**src/rtl/dkc_pkg.sv**
```systemverilog
package dkc_pkg;

  typedef enum logic [2:0] {
    OP_CONNECT = 3'd0,
    OP_MODE1   = 3'd1,
    OP_SKIP    = 3'd2,
    OP_DISC    = 3'd3,
    OP_WREOR   = 3'd4
  } dkc_op_e;

  typedef struct packed {
    logic sector_alert;
    logic seek;
    logic proto;
    logic int_err;
    logic skip;
    logic cancel;
    logic fill;
    logic eor;
    logic err;
    logic disc;
    logic xclr;
  } dkc_strobe_t;

  localparam int COND_W   = 7;
  localparam int CHAN_LSB = 12;

endpackage

```
**src/rtl/dkc_skip.sv**
```systemverilog
module dkc_skip #(
  parameter int NUM_LU = 8,
  parameter int LU_W   = 3
) (
  input  logic [dkc_pkg::COND_W-1:0] cond,
  input  logic                       busy,
  input  logic                       err,
  input  logic [NUM_LU-1:0]          wprot,
  input  logic [LU_W-1:0]            lun,
  output logic                       hit
);
  always_comb begin
    unique case (cond)
      7'o000:  hit = !busy;
      7'o004:  hit = !err;
      7'o014:  hit = !wprot[lun];
      default: hit = 1'b0;
    endcase
  end
endmodule

```
**src/rtl/dkc_decode.sv**
```systemverilog
module dkc_decode
  import dkc_pkg::*;
#(
  parameter int CHAN_W  = 3,
  parameter int CHAN_ID = 5,
  parameter int WORD_W  = 17
) (
  input  logic              valid,
  input  logic [2:0]        op,
  input  logic [WORD_W-1:0] word,
  input  logic              out_dir,
  input  logic              fault,
  input  logic              busy,
  input  logic              pending,
  input  logic              skip_hit,
  output dkc_strobe_t       strobe,
  output logic              set_err,
  output logic              clr_err,
  output logic              set_pend,
  output logic              load_inc,
  output logic              set_m12
);
  logic       chan_ok;
  logic [1:0] cpw;
  logic       is_sector;
  logic       is_addr;

  assign chan_ok   = word[CHAN_LSB +: CHAN_W] == CHAN_W'(CHAN_ID);
  assign cpw       = word[CHAN_LSB+CHAN_W +: 2];
  assign is_sector = word[8:7] == 2'b01;
  assign is_addr   = {word[11:10], word[8:7]} == 4'b0000;

  always_comb begin
    strobe   = '0;
    set_err  = 1'b0;
    clr_err  = 1'b0;
    set_pend = 1'b0;
    load_inc = 1'b0;
    set_m12  = 1'b0;
    if (fault) begin
      strobe.eor    = 1'b1;
      strobe.err    = 1'b1;
      strobe.cancel = 1'b1;
      strobe.disc   = 1'b1;
      strobe.xclr   = 1'b1;
      set_err       = 1'b1;
    end else if (valid) begin
      unique case (op)
        OP_CONNECT: begin
          if (!chan_ok) strobe.int_err = 1'b1;
          else if (busy || pending || cpw > 2'd1) strobe.proto = 1'b1;
          else begin
            clr_err     = 1'b1;
            set_m12     = 1'b1;
            strobe.seek = 1'b1;
            strobe.xclr = 1'b1;
          end
        end
        OP_MODE1: begin
          if (!chan_ok) strobe.int_err = 1'b1;
          else if (is_sector) strobe.sector_alert = 1'b1;
          else if (is_addr) begin
            if (busy) set_err = 1'b1;
            else begin
              set_pend = 1'b1;
              load_inc = 1'b1;
            end
          end
        end
        OP_SKIP: begin
          if (!chan_ok) strobe.int_err = 1'b1;
          else strobe.skip = skip_hit;
        end
        OP_DISC: begin
          strobe.cancel = 1'b1;
          strobe.xclr   = 1'b1;
          strobe.fill   = out_dir;
        end
        OP_WREOR: begin
          strobe.eor    = 1'b1;
          strobe.cancel = 1'b1;
          strobe.xclr   = 1'b1;
          strobe.fill   = 1'b1;
        end
        default: strobe.int_err = 1'b1;
      endcase
    end
  end
endmodule

```
**src/rtl/dkc_state.sv**
```systemverilog
module dkc_state (
  input  logic clk,
  input  logic rst_n,
  input  logic set_err,
  input  logic clr_err,
  input  logic set_pend,
  input  logic clr_pend,
  input  logic load_inc,
  input  logic inc_val,
  input  logic set_m12,
  output logic err_q,
  output logic pend_q,
  output logic inc_q,
  output logic m12_q
);
  always_ff @(posedge clk) begin
    if (!rst_n) begin
      err_q  <= 1'b0;
      pend_q <= 1'b0;
      inc_q  <= 1'b0;
      m12_q  <= 1'b0;
    end else begin
      if (set_err) err_q <= 1'b1;
      else if (clr_err) err_q <= 1'b0;
      if (set_pend) pend_q <= 1'b1;
      else if (clr_pend) pend_q <= 1'b0;
      if (load_inc) inc_q <= inc_val;
      if (set_m12) m12_q <= 1'b1;
    end
  end


  pend_rise_chk: assert property (@(posedge clk) disable iff (!rst_n)
    $rose(pend_q) |-> $past(set_pend));


  pend_drop_chk: assert property (@(posedge clk) disable iff (!rst_n)
    $fell(pend_q) |-> $past(clr_pend));
endmodule

```
**src/rtl/disk_ctl_decoder.sv**
```systemverilog
module disk_ctl_decoder
  import dkc_pkg::*;
#(
  parameter int CHAN_W  = 3,
  parameter int CHAN_ID = 5,
  parameter int NUM_LU  = 8,
  localparam int LU_W   = (NUM_LU > 1) ? $clog2(NUM_LU) : 1,
  localparam int WORD_W = CHAN_LSB + CHAN_W + 2
) (
  input  logic              clk,
  input  logic              rst_n,
  input  logic              cmd_valid,
  input  logic [2:0]        cmd_op,
  input  logic [WORD_W-1:0] cmd_word,
  input  logic              cmd_out,
  input  logic              fault_req,
  input  logic              addr_load,
  input  logic              unit_busy,
  input  logic [NUM_LU-1:0] wprot_mask,
  input  logic [LU_W-1:0]   cur_lun,
  output logic              err_flag,
  output logic              inc_within,
  output logic              addr_pending,
  output logic              mode12,
  output logic              sector_alert,
  output logic              seek_start,
  output logic              ptr_clr,
  output logic              addr_clr,
  output logic              proto_viol,
  output logic              int_err,
  output logic              skip_true,
  output logic              cancel,
  output logic              fill,
  output logic              chan_eor,
  output logic              chan_err,
  output logic              chan_disc,
  output logic              xfer_clr
);
  dkc_strobe_t nxt, stb_q;
  logic skip_hit, set_err, clr_err, set_pend, load_inc, set_m12;
  logic ptr_q, addr_q;

  dkc_skip #(.NUM_LU(NUM_LU), .LU_W(LU_W)) u_skip (
    .cond  (cmd_word[COND_W-1:0]),
    .busy  (unit_busy),
    .err   (err_flag),
    .wprot (wprot_mask),
    .lun   (cur_lun),
    .hit   (skip_hit)
  );

  dkc_decode #(.CHAN_W(CHAN_W), .CHAN_ID(CHAN_ID), .WORD_W(WORD_W)) u_dec (
    .valid    (cmd_valid),
    .op       (cmd_op),
    .word     (cmd_word),
    .out_dir  (cmd_out),
    .fault    (fault_req),
    .busy     (unit_busy),
    .pending  (addr_pending),
    .skip_hit (skip_hit),
    .strobe   (nxt),
    .set_err  (set_err),
    .clr_err  (clr_err),
    .set_pend (set_pend),
    .load_inc (load_inc),
    .set_m12  (set_m12)
  );

  dkc_state u_state (
    .clk      (clk),
    .rst_n    (rst_n),
    .set_err  (set_err),
    .clr_err  (clr_err),
    .set_pend (set_pend),
    .clr_pend (addr_load),
    .load_inc (load_inc),
    .inc_val  (cmd_word[9]),
    .set_m12  (set_m12),
    .err_q    (err_flag),
    .pend_q   (addr_pending),
    .inc_q    (inc_within),
    .m12_q    (mode12)
  );

  always_ff @(posedge clk) begin
    if (!rst_n) begin
      stb_q        <= '0;
      stb_q.cancel <= 1'b1;
      stb_q.disc   <= 1'b1;
      stb_q.xclr   <= 1'b1;
      ptr_q        <= 1'b1;
      addr_q       <= 1'b1;
    end else begin
      stb_q  <= nxt;
      ptr_q  <= nxt.seek;
      addr_q <= 1'b0;
    end
  end

  assign sector_alert = stb_q.sector_alert;
  assign seek_start   = stb_q.seek;
  assign proto_viol   = stb_q.proto;
  assign int_err      = stb_q.int_err;
  assign skip_true    = stb_q.skip;
  assign cancel       = stb_q.cancel;
  assign fill         = stb_q.fill;
  assign chan_eor     = stb_q.eor;
  assign chan_err     = stb_q.err;
  assign chan_disc    = stb_q.disc;
  assign xfer_clr     = stb_q.xclr;
  assign ptr_clr      = ptr_q;
  assign addr_clr     = addr_q;


  fault_err_chk: assert property (@(posedge clk) disable iff (!rst_n)
    fault_req |=> (err_flag && chan_err && chan_disc));


  proto_no_seek_chk: assert property (@(posedge clk) disable iff (!rst_n)
    proto_viol |-> (!seek_start && !ptr_clr));


  int_err_quiet_chk: assert property (@(posedge clk) disable iff (!rst_n)
    (int_err && !$past(addr_load)) |->
      ($stable(err_flag) && $stable(addr_pending) && $stable(inc_within)));


  fill_with_cancel_chk: assert property (@(posedge clk) disable iff (!rst_n)
    fill |-> cancel);


  seek_clears_err_chk: assert property (@(posedge clk) disable iff (!rst_n)
    seek_start |-> (!err_flag && mode12));
endmodule

```
**config.mk**
```make
export PLATFORM = sky130hd
export DESIGN_NAME = disk_ctl_decoder
export DESIGN_NICKNAME = d
export VERILOG_FILES = /design/src/rtl/dkc_pkg.sv /design/src/rtl/dkc_skip.sv /design/src/rtl/dkc_decode.sv /design/src/rtl/dkc_state.sv /design/src/rtl/disk_ctl_decoder.sv
export SDC_FILE = /design/constraint.sdc
export NUM_CORES = 1
export LEC_CHECK = 0
export BUFFER_PORTS_ARGS = -buffer_cell sky130_fd_sc_hd__buf_2
export CELL_PAD_IN_SITES_DETAIL_PLACEMENT = 0
export CELL_PAD_IN_SITES_GLOBAL_PLACEMENT = 2
export CORE_AREA = 2 2 61 63
export CTS_CLUSTER_DIAMETER = 60
export DETAILED_ROUTE_END_ITERATION = 10
export DIE_AREA = 0 0 63 65
export PLACE_DENSITY = 0.86
export SYNTH_ARGS = -nofsm -noshare
export SYNTH_HDL_FRONTEND = slang
export SYNTH_SLANG_ARGS = --single-unit
```
**constraint.sdc**
```tcl
create_clock -name clk -period 2.1 [get_ports clk]
set_input_delay 0.42 -clock clk [delete_from_list [all_inputs] [get_ports clk]]
set_output_delay 0.42 -clock clk [all_outputs]
set_load 0.02 [all_outputs]
```
==> reports/metrics.csv, run 1 <==
metric,value,unit
Clk pwr share,0.288,
slew margin rel.,0.7791,
largest net degree at the start of global routing,11,
Port Buffers,53,
vias in the first global route,715,
combinational share of power,0.162,
initial antenna violation count,0,
setup violators final,0,
Die Area,0.004095,mm^2
"Hold Vio Cnt, Final",0,
Total Power,0.6083,mW
die width,63,um
min-delay src,cmd_word[7],
min Tclk post-route,1.262,ns
Hold WS,0.3701,ns
number of fill cells,404,
crit-path cells,buf_2,
CTS Buf Count,3,
clock root cell,clkbuf_4,
synthesized area per cell,9.813,um^2
Mapped Area,686.9,um^2
Post-synth EDFFs,0,
Initial Util,0.1965,
DR iter-0 viols,4,
RSZ-0062 raised after global routing,false,
"Top FF cell, synth",dfxtp_1,
most common cell in the netlist,dfxtp_1,
final setup skew,0.01105,ns
Max H-tree Level,1,
final wirelength,1.810,mm
Power Density,590.0,mW/mm^2
syn_nets,108,
Core Rows,22,
Layout Nets,164,
Max Cap Viol,0,
crit end category,output pin,
Clock Latency Late Sink,0.29,ns
Async SR Flop Fraction,0,
post-place instance area,0.001003,mm^2
Leakage,0.4951,nW
# diodes,0,
Post-synth top cells,"17 x dfxtp_1, 7 x nor2_1, 6 x nor3_1",
worst reg2reg path depth,4,
Hold Path Sink,sector_alert,
worst-margin pin slew,0.3289,ns
synth unique cells,26,
Switching Fraction,0.2583,
register area,340.3,um^2
fraction of layout cells with a size suffix above 1,0.4720,
CP Launch Type,register,
CTS tree,built,
Critical Path RT,1.68,ns
Sequential Power Share,0.551,
synth warn,0,
clock-pin slew on the worst setup and hold paths,0.11,ns
1st-pass router iterations,4,
CTS resizes,0,
Hold Path Depth,2,
first-pass GRT wire length,2.960,mm
"FF+latch count, synth",17,
type of the most critical hold path,primary input to register,
sequential share of the synthesized area,0.4954,
critical path's largest stage delay,0.38,ns
flop-to-flop setup slack,0.84,ns
GRT Overall Usage,0.09391,
Via density,4.237,
Power Internal,0.4511,mW
largest cells by area after synthesis,"dfxtp_1 50%, mux4_1 7.7%, nor3_1 4.4%, nor2_1 3.8%, mux2i_1 2.9%",
Finished Cell Area,0.001031,mm^2
CP Buf/Inv Count,1,
Die Span Y,65,um
Worst EP arrival,0.84,ns
Layout area overhead,50.09,%
slowest cell on the critical path,dfxtp_1,
CP max FO,3,
"area leader, netlist",dfxtp_1,
Post-CTS Hold Buffers,0,
clock buffer depth,2,
Final Wtd Congestion,0.6646,
wire length per cell,10.46,um
setup TNS,0,ns
FF-to-FF Start,u_state.pend_q,
Post-DP HPWL,1.575,mm
CP Depth,1,
peak supply drop,0.1511,mV
crit path kind,register to output pin,
multi-input logic area,330.3,um^2
post-CTS setup repair buffer count,0,
Reg2Reg Capture Point,u_state.err_q,
grt total ovfl,0,
Max Slew Vio Count,0,
Synth top area share,0.4954,
CP startpoint,u_state.err_q,
boundary pin count,55,
via count,733,
CORE AREA,0.003496,mm^2
Final ANT Viol Nets,0,
fin crit share,0.6011,
Mapped Cells,70,
Sw Pwr,0.1571,mW
Max Clk Rate,792.3,MHz
# DRC,0,
Crit path max-delay family,flip-flops,
clock sink count,17,
status,"complete, no violations",
==> stage by stage <==
stage / utilization / instances / setup slack (ns)
floorplan: - / 70 / 0.8188
global placement: 0.2870 / 169 / 0.5949
detailed placement: 0.2870 / 169 / 0.5675
CTS: 0.2949 / 173 / 0.7969
global route: 0.2949 / 173 / 0.7024
finish: 0.2949 / 173 / 0.8378
==> sequential cells by signal (all words and copies together) (netlist names) <==
| name | flops |
|---|---|
| addr_clr | 1 |
| chan_eor | 1 |
| chan_disc | 1 |
| seek_start | 1 |
| xfer_clr | 1 |
| skip_true | 1 |
| u_state.pend_q | 1 |
| fill | 1 |
| int_err | 1 |
| u_state.m12_q | 1 |
| u_state.inc_q | 1 |
| cancel | 1 |
| chan_err | 1 |
| proto_viol | 1 |
| ptr_clr | 1 |
| u_state.err_q | 1 |
| sector_alert | 1 |
==> kinds of logic (layout without fill, tap and decap cells) <==
group / count (synthesis) / after routing / share of synthesized area
AND/OR/NAND/NOR: 34 / 34 / 0.2787
flip-flops: 17 / 17 / 0.4955
AO/OA/AOI/OAI: 11 / 11 / 0.09653
multiplexers: 4 / 4 / 0.1056
buffers and inverters: 4 / 59 / 0.02367
==> metal layers <==
layer  part of all wire  global-route usage  vias to the layer above  routed length (um)
met2               0.48              0.1622                       42                 865
li1                   -                   -                      367                   -
met4             0.0072             0.04167                        0                  13
met3               0.12             0.03819                        2                 225
met1               0.39              0.1006                      322                 706
met5                  0                   0                        -                   0
==> area by class of cell <==
class	count	area share
repair buffers	53	0.2573
multi-input cells	49	0.3204
clock inverters	1	0.004854
well taps	48	0.05825
flip-flops and latches	17	0.3301
inverters	2	0.007282
clock buffers	3	0.02184
==> worst max-delay path by stage <==
stage	slack [ns]	end
6_report	0.84	err_flag
5_1_grt	0.70	u_state.err_q
4_1_cts	0.80	u_state.err_q
3_5_place_dp	0.57	skip_true
3_3_place_gp	0.59	u_state.err_q
2_1_floorplan	0.82	skip_true
==> power groups by stage <==
stage / sequential (mW) / clock, mW / combinational, mW
after floorplan: 0.356 / 0 / 0.0327
final: 0.335 / 0.175 / 0.0984
after global routing: 0.336 / 0.199 / 0.109
after detailed placement: 0.343 / 0 / 0.0998
after CTS: 0.335 / 0.183 / 0.0999
after global placement: 0.342 / 0 / 0.0970
==> placed cells by master, fill, tap and decap left out <==
| cell type | instances |
|---|---|
| o21ai_0 | 3 |
| a211oi_1 | 1 |
| nand4_1 | 2 |
| and2_1 | 2 |
| mux4_1 | 2 |
| nand3b_1 | 2 |
| mux2i_1 | 2 |
| nor3_2 | 1 |
| buf_2 | 53 |
| nor2b_1 | 2 |
| and3b_1 | 1 |
| dfxtp_1 | 17 |
| nor3b_1 | 1 |
| o21a_1 | 2 |
| nor3_1 | 6 |
| inv_1 | 2 |
| a31oi_1 | 2 |
| and3_1 | 1 |
| nand2_1 | 5 |
| nand3_1 | 2 |
| a21oi_1 | 2 |
| clkbuf_4 | 3 |
| o22ai_1 | 1 |
| nor2_1 | 7 |
| clkinv_2 | 1 |
| and4bb_2 | 1 |
| nor4b_1 | 1 |
No activity file was read; power rests on OpenSTA's default activity.
==> inputs of run 2 (changes only) <==
ABC_AREA = 1   (was unset)
CORE_AREA = 2 2 70 72   (was 2 2 61 63)
DIE_AREA = 0 0 72 74   (was 0 0 63 65)
PLACE_DENSITY = 0.79   (was 0.86)
clock period = 1.09 ns   (was 2.1 ns; I/O delays follow)
==> run 2 against run 1 <==
  * Via count up 19%
  * Highest routed layer unchanged
  * Critical path type unchanged
  * Sequential cell count unchanged
  * Sequential share of layout area down 4.8 points
  * Synthesized cell count up 53%
==> reports/metrics.csv, run 2 <==
metric,value,unit,change
flop-to-flop setup slack,0.13,ns,-0.71 ns
1st-pass router iterations,4,,unchanged
clock root cell,clkbuf_8,,
wire length per cell,9.535,um,-8.9%
Max Cap Viol,0,,unchanged
CP max FO,3,,unchanged
CP Launch Type,register,,
Final Wtd Congestion,0.7000,,+5.3%
"commonest non-fill, non-tap cell in the layout",buf_2,,
min Tclk post-route,0.9915,ns,
synth unique cells,17,,-35%
syn_nets,145,,+34%
placed instance count,223,,+32%
largest net degree at the start of global routing,10,,-1
Max Slew Vio Count,0,,unchanged
FF-to-FF Start,u_state.pend_q,,
"area leader, netlist",dfxtp_1,,
Critical Path RT,0.87,ns,-0.81 ns
Crit path max-delay family,flip-flops,,
Via density,3.820,,-9.8%
Power Density,1114,mW/mm^2,+89%
final setup skew,0.0005901,ns,-0.01046 ns
worst reg2reg path depth,6,,+2
Layout area overhead,61.06,%,
GRT Overall Usage,0.08193,,-0.01198
slowest cell on the critical path,dfxtp_1,,
Hold Path Depth,2,,unchanged
# diodes,0,,unchanged
crit end category,output pin,,
Hold Path Sink,skip_true,,
Async SR Flop Fraction,0,,unchanged
Post-DP HPWL,1.876,mm,+19%
Leakage,0.6382,nW,+29%
min-delay src,cmd_word[3],,
Mapped Cells,107,,+53%
vias in the first global route,828,,+16%
critical path's largest stage delay,0.35,ns,-0.03 ns
grt total ovfl,0,,unchanged
Layout Nets,213,,+30%
boundary pin count,55,,unchanged
Finished Cell Area,0.001211,mm^2,+17%
sequential share of the synthesized area,0.4526,,-0.04287
status,"complete, no violations",,
Die Span Y,74,um,+14%
largest cells by area after synthesis,"dfxtp_1 45%, nand2_1 13%, nor2_1 10%, nand3_1 6.7%, inv_1 6.0%",,
Mapped Area,752.0,um^2,+9.5%
clock sink count,17,,unchanged
initial antenna violation count,0,,unchanged
CTS tree,built,,
crit-path cells,buf_2,,
CORE AREA,0.004598,mm^2,+32%
"FF+latch count, synth",17,,unchanged
post-place instance area,0.001152,mm^2,+15%
worst-margin pin slew,0.2122,ns,-0.1167 ns
type of the most critical hold path,primary input to register,,
Synth top area share,0.4526,,-0.04287
final wirelength,2.174,mm,+20%
Die Area,0.005328,mm^2,+30%
fraction of layout cells with a size suffix above 1,0.4310,,-0.04097
Initial Util,0.1635,,-0.03296
CTS Buf Count,3,,unchanged
Hold WS,0.1556,ns,-0.2145 ns
RSZ-0062 raised after global routing,false,,
"Hold Vio Cnt, Final",0,,unchanged
"Top FF cell, synth",dfxtp_1,,
most common cell in the netlist,nand2_1,,
fin crit share,0.9096,,
peak supply drop,0.5126,mV,+240%
Port Buffers,53,,unchanged
Worst EP arrival,0.77,ns,-0.07 ns
clock buffer depth,2,,unchanged
Post-synth EDFFs,0,,unchanged
Core Rows,25,,+14%
Max Clk Rate,1009,MHz,
crit path kind,register to output pin,,
# DRC,0,,unchanged
final worst slack,0.09851,ns,-0.7393 ns
slew margin rel.,0.8570,,+0.07798
setup violators final,0,,unchanged
DR iter-0 viols,25,,+21
synthesized area per cell,7.028,um^2,-28%
CP Buf/Inv Count,1,,unchanged
Final ANT Viol Nets,0,,unchanged
Max H-tree Level,1,,unchanged
Reg2Reg Capture Point,u_state.err_q,,
most frequent cells in the layout,"53 x buf_2, 26 x nand2_1, 19 x nor2_1",,
Post-synth top cells,"26 x nand2_1, 21 x nor2_1, 17 x dfxtp_1",,
setup TNS,0,ns,unchanged
via count,871,,+19%
post-route insts no fill,228,,+32%
synth warn,0,,unchanged
first-pass GRT wire length,3.387,mm,+14%
die width,72,um,+14%
setup slack at placement,-0.05085,ns,-0.6184 ns
Clock Latency Late Sink,0.24,ns,-0.05 ns
clock-pin slew on the worst setup and hold paths,0.06,ns,-0.05 ns
==> run 2: cell count changes after synthesis, sizes merged, moves of 2 or more <==
cell | before | now
and2 | 2 | 0
nand3 | 2 | 11
o21a | 2 | 0
a21oi | 2 | 6
mux4 | 2 | 0
mux2i | 2 | 0
nand2 | 5 | 26
nor2b | 2 | 0
a31oi | 2 | 0
nor3 | 7 | 3
inv | 2 | 14
nor2 | 7 | 22
==> run 2: report_power, final <==
part	switching, mW	total [mW]	leakage (nW)	internal (mW)
combinational	0.128	0.241	0.475	0.113
sequential	0.00525	0.645	0.140	0.640
clock	0.204	0.463	0.0228	0.259
==> run 2: cells by family after synthesis <==
kind of cell	synth area share
compound gates	0.06488
buf+inv	0.06988
flops	0.4526
simple gates	0.4127
==> run 2: layout make-up <==
cell class                      instances  area (um^2)
Sequential cell                        17        341.6
Multi-Input combinational cell         76        364.1
Tap cell                               54        67.56
Inverter                               14        52.55
Timing Repair Buffer                   63        340.3
Clock buffer                            4        45.04
Fill cell                             533         3387
==> run 2: metal layers <==
metal | GRT usage | share of wire | up-vias
li1 | - | - | 473
met1 | 0.09685 | 0.44 | 366
met2 | 0.1440 | 0.48 | 30
met3 | 0.02033 | 0.079 | 2
met4 | 0.03145 | 0.0069 | 0
met5 | 0 | 0 | -
==> run 2: worst reg2reg max path, cell delays in order, from the launching register on <==
cell and delay [ns]:
dfxtp_2 0.33, nor2_2 0.07, nand2_1 0.08, nor2_2 0.13, nand3_1 0.08, nand2_1 0.09
o21ai_0 0.07
==> run 2: stage by stage <==
| stage | utilization | power [mW] |
|---|---|---|
| floorplan | - | 0.7611 |
| finish | 0.2634 | 1.349 |
| detailed placement | 0.2506 | 0.9006 |
| global route | 0.2634 | 1.429 |
| CTS | 0.2604 | 1.384 |
| global placement | 0.2506 | 0.9013 |
==> run 2: how the worst max path moves through the flow <==
stage / from / endpoint / slack (ns) / cells past startpoint
2_1_floorplan: cmd_word[13] / u_state.inc_q / 0.12 / 5
3_3_place_gp: cmd_word[13] / u_state.inc_q / -0.02 / 6
3_5_place_dp: cmd_word[13] / u_state.inc_q / -0.05 / 6
4_1_cts: u_state.err_q / err_flag / 0.07 / 1
5_1_grt: u_state.pend_q / u_state.err_q / 0.02 / 6
6_report: u_state.err_q / err_flag / 0.1 / 1
==> run 2: repair_timing <==
action,in CTS,in global routing
endpoints found under the setup margin,0,3
resized for setup,0,4
buffers inserted,0,1
hold buffers,0,0
==> inputs of run 3 (changes only) <==
CAP_MARGIN = 25   (was unset)
PLACE_DENSITY = unset   (was 0.79)
PLACE_DENSITY_LB_ADDON = 0.1   (was unset)
==> run 3 against run 2 <==
  * Total power fell by 0.22%
  * Die area did not move
  * Clock skew rose by 0.0058 ns
  * Non-clock buffer count rose by 3
==> reports/metrics.csv, run 3 (same netlist as run 2, synthesis figures left out) <==
metric,value,unit,change
Max Slew Vio Count,0,,unchanged
min Tclk post-route,1.035,ns,+0.04386 ns
CTS Buf Count,3,,unchanged
final wirelength,2.223,mm,+2.3%
type of the most critical hold path,primary input to register,,
boundary pin count,55,,unchanged
first-pass GRT wire length,3.732,mm,+10%
slew margin rel.,0.8613,,+0.004260
1st-pass router iterations,4,,unchanged
Port Buffers,53,,unchanged
Post-DP HPWL,2.012,mm,+7.2%
min-delay src,cmd_word[3],,
DR iter-0 viols,6,,-76%
peak supply drop,0.2848,mV,-44%
setup TNS,0,ns,unchanged
Final ANT Viol Nets,0,,unchanged
number of fill cells,536,,+0.56%
# DRC,0,,unchanged
fin crit share,0.9499,,+0.04024
via count,894,,+2.6%
wire length per cell,9.623,um,+0.93%
status,"complete, no violations",,
Layout area overhead,64.56,%,
Max Clk Rate,965.9,MHz,-4.2%
CTS resizes,0,,unchanged
grt total ovfl,0,,unchanged
Core Rows,25,,unchanged
flop-to-flop setup slack,0.15,ns,+0.02 ns
"commonest non-fill, non-tap cell in the layout",buf_2,,
clock root cell,clkbuf_8,,
clock-pin slew on the worst setup and hold paths,0.07,ns,about the same
Setup crit end,addr_pending,,
Final Wtd Congestion,0.6963,,-0.53%
largest net degree at the start of global routing,10,,unchanged
CTS tree,built,,
Reg2Reg Capture Point,u_state.err_q,,
crit path kind,register to output pin,,
crit end category,output pin,,
Initial Util,0.1635,,unchanged
register area,341.6,um^2,unchanged
Leakage,0.6554,nW,+2.7%
CP max FO,2,,-1
Die Span Y,74,um,unchanged
Clock Latency Late Sink,0.25,ns,about the same
fraction of layout cells with a size suffix above 1,0.4350,,+0.003994
Max Cap Viol,0,,unchanged
Via density,3.870,,+1.3%
post-CTS setup repair buffer count,0,,unchanged
clock sink count,17,,unchanged
Die Area,0.005328,mm^2,unchanged
vias in the first global route,871,,+5.2%
"Hold Vio Cnt, Final",0,,unchanged
CP startpoint,u_state.pend_q,,
Critical Path RT,0.87,ns,about the same
most frequent cells in the layout,"52 x buf_2, 26 x nand2_1, 20 x nor2_1",,
RSZ-0062 raised after global routing,false,,
FF-to-FF Start,u_state.pend_q,,
worst reg2reg path depth,6,,unchanged
# diodes,0,,unchanged
Total Power,1.346,mW,-0.22%
final setup skew,0.006347,ns,+0.005756 ns
Layout Nets,216,,+1.4%
clock buffer depth,2,,unchanged
setup violators final,0,,unchanged
CORE AREA,0.004598,mm^2,unchanged
die width,72,um,unchanged
Post-CTS Hold Buffers,0,,unchanged
initial antenna violation count,0,,unchanged
multi-input logic area,361.6,um^2,-0.69%
CP Launch Type,register,,
GRT Overall Usage,0.08891,,+0.006984
Power Density,1088,mW/mm^2,-2.3%
Max H-tree Level,1,,unchanged
worst-margin pin slew,0.2059,ns,-0.006323 ns
Worst EP arrival,0.82,ns,+0.05 ns
[run 3: worst max-delay path: stages (launching register included)]
cell	delay, ns
dfxtp_2	0.32
buf_4	0.13
buf_6	0.12
[run 3: cell type report]
type / instances / share of cell area
timing repair buffer: 66 / 0.2983
multi-input combinational: 76 / 0.2922
clock buffer: 4 / 0.03640
tap: 54 / 0.05460
sequential: 17 / 0.2760
inverter: 14 / 0.04247
[run 3: layer usage]
layer / global-route usage / part of all wire / wire, um
met3: 0.02846 / 0.079 / 175
met2: 0.1502 / 0.47 / 1046
met4: 0.03145 / 0.0076 / 17
met1: 0.1071 / 0.44 / 984
met5: 0 / 0 / 0
[run 3: where the power goes]
group | switching, mW | total (mW) | internal [mW]
Combinational | 0.128 | 0.243 | 0.115
Sequential | 0.00529 | 0.646 | 0.640
Clock | 0.199 | 0.457 | 0.259
[run 3: through the flow]
stage	setup WS [ns]	cell area, um^2	instances	hold WS (ns)	utilization
4_1_cts	0.003799	1227	231	0.1561	0.2669
6_report	0.05464	1237	231	0.1654	0.2691
2_1_floorplan	0.1228	752.0	107	0.2992	-
3_5_place_dp	-0.09848	1182	227	0.4165	0.2571
3_3_place_gp	-0.05427	1182	227	0.4196	0.2571
5_1_grt	0.01835	1237	231	0.1644	0.2691
[run 3: worst min-delay path by stage]
stage / endpoint / cells past startpoint
2_1_floorplan: skip_true / 1
3_3_place_gp: skip_true / 2
3_5_place_dp: skip_true / 2
4_1_cts: skip_true / 2
5_1_grt: skip_true / 2
6_report: skip_true / 2
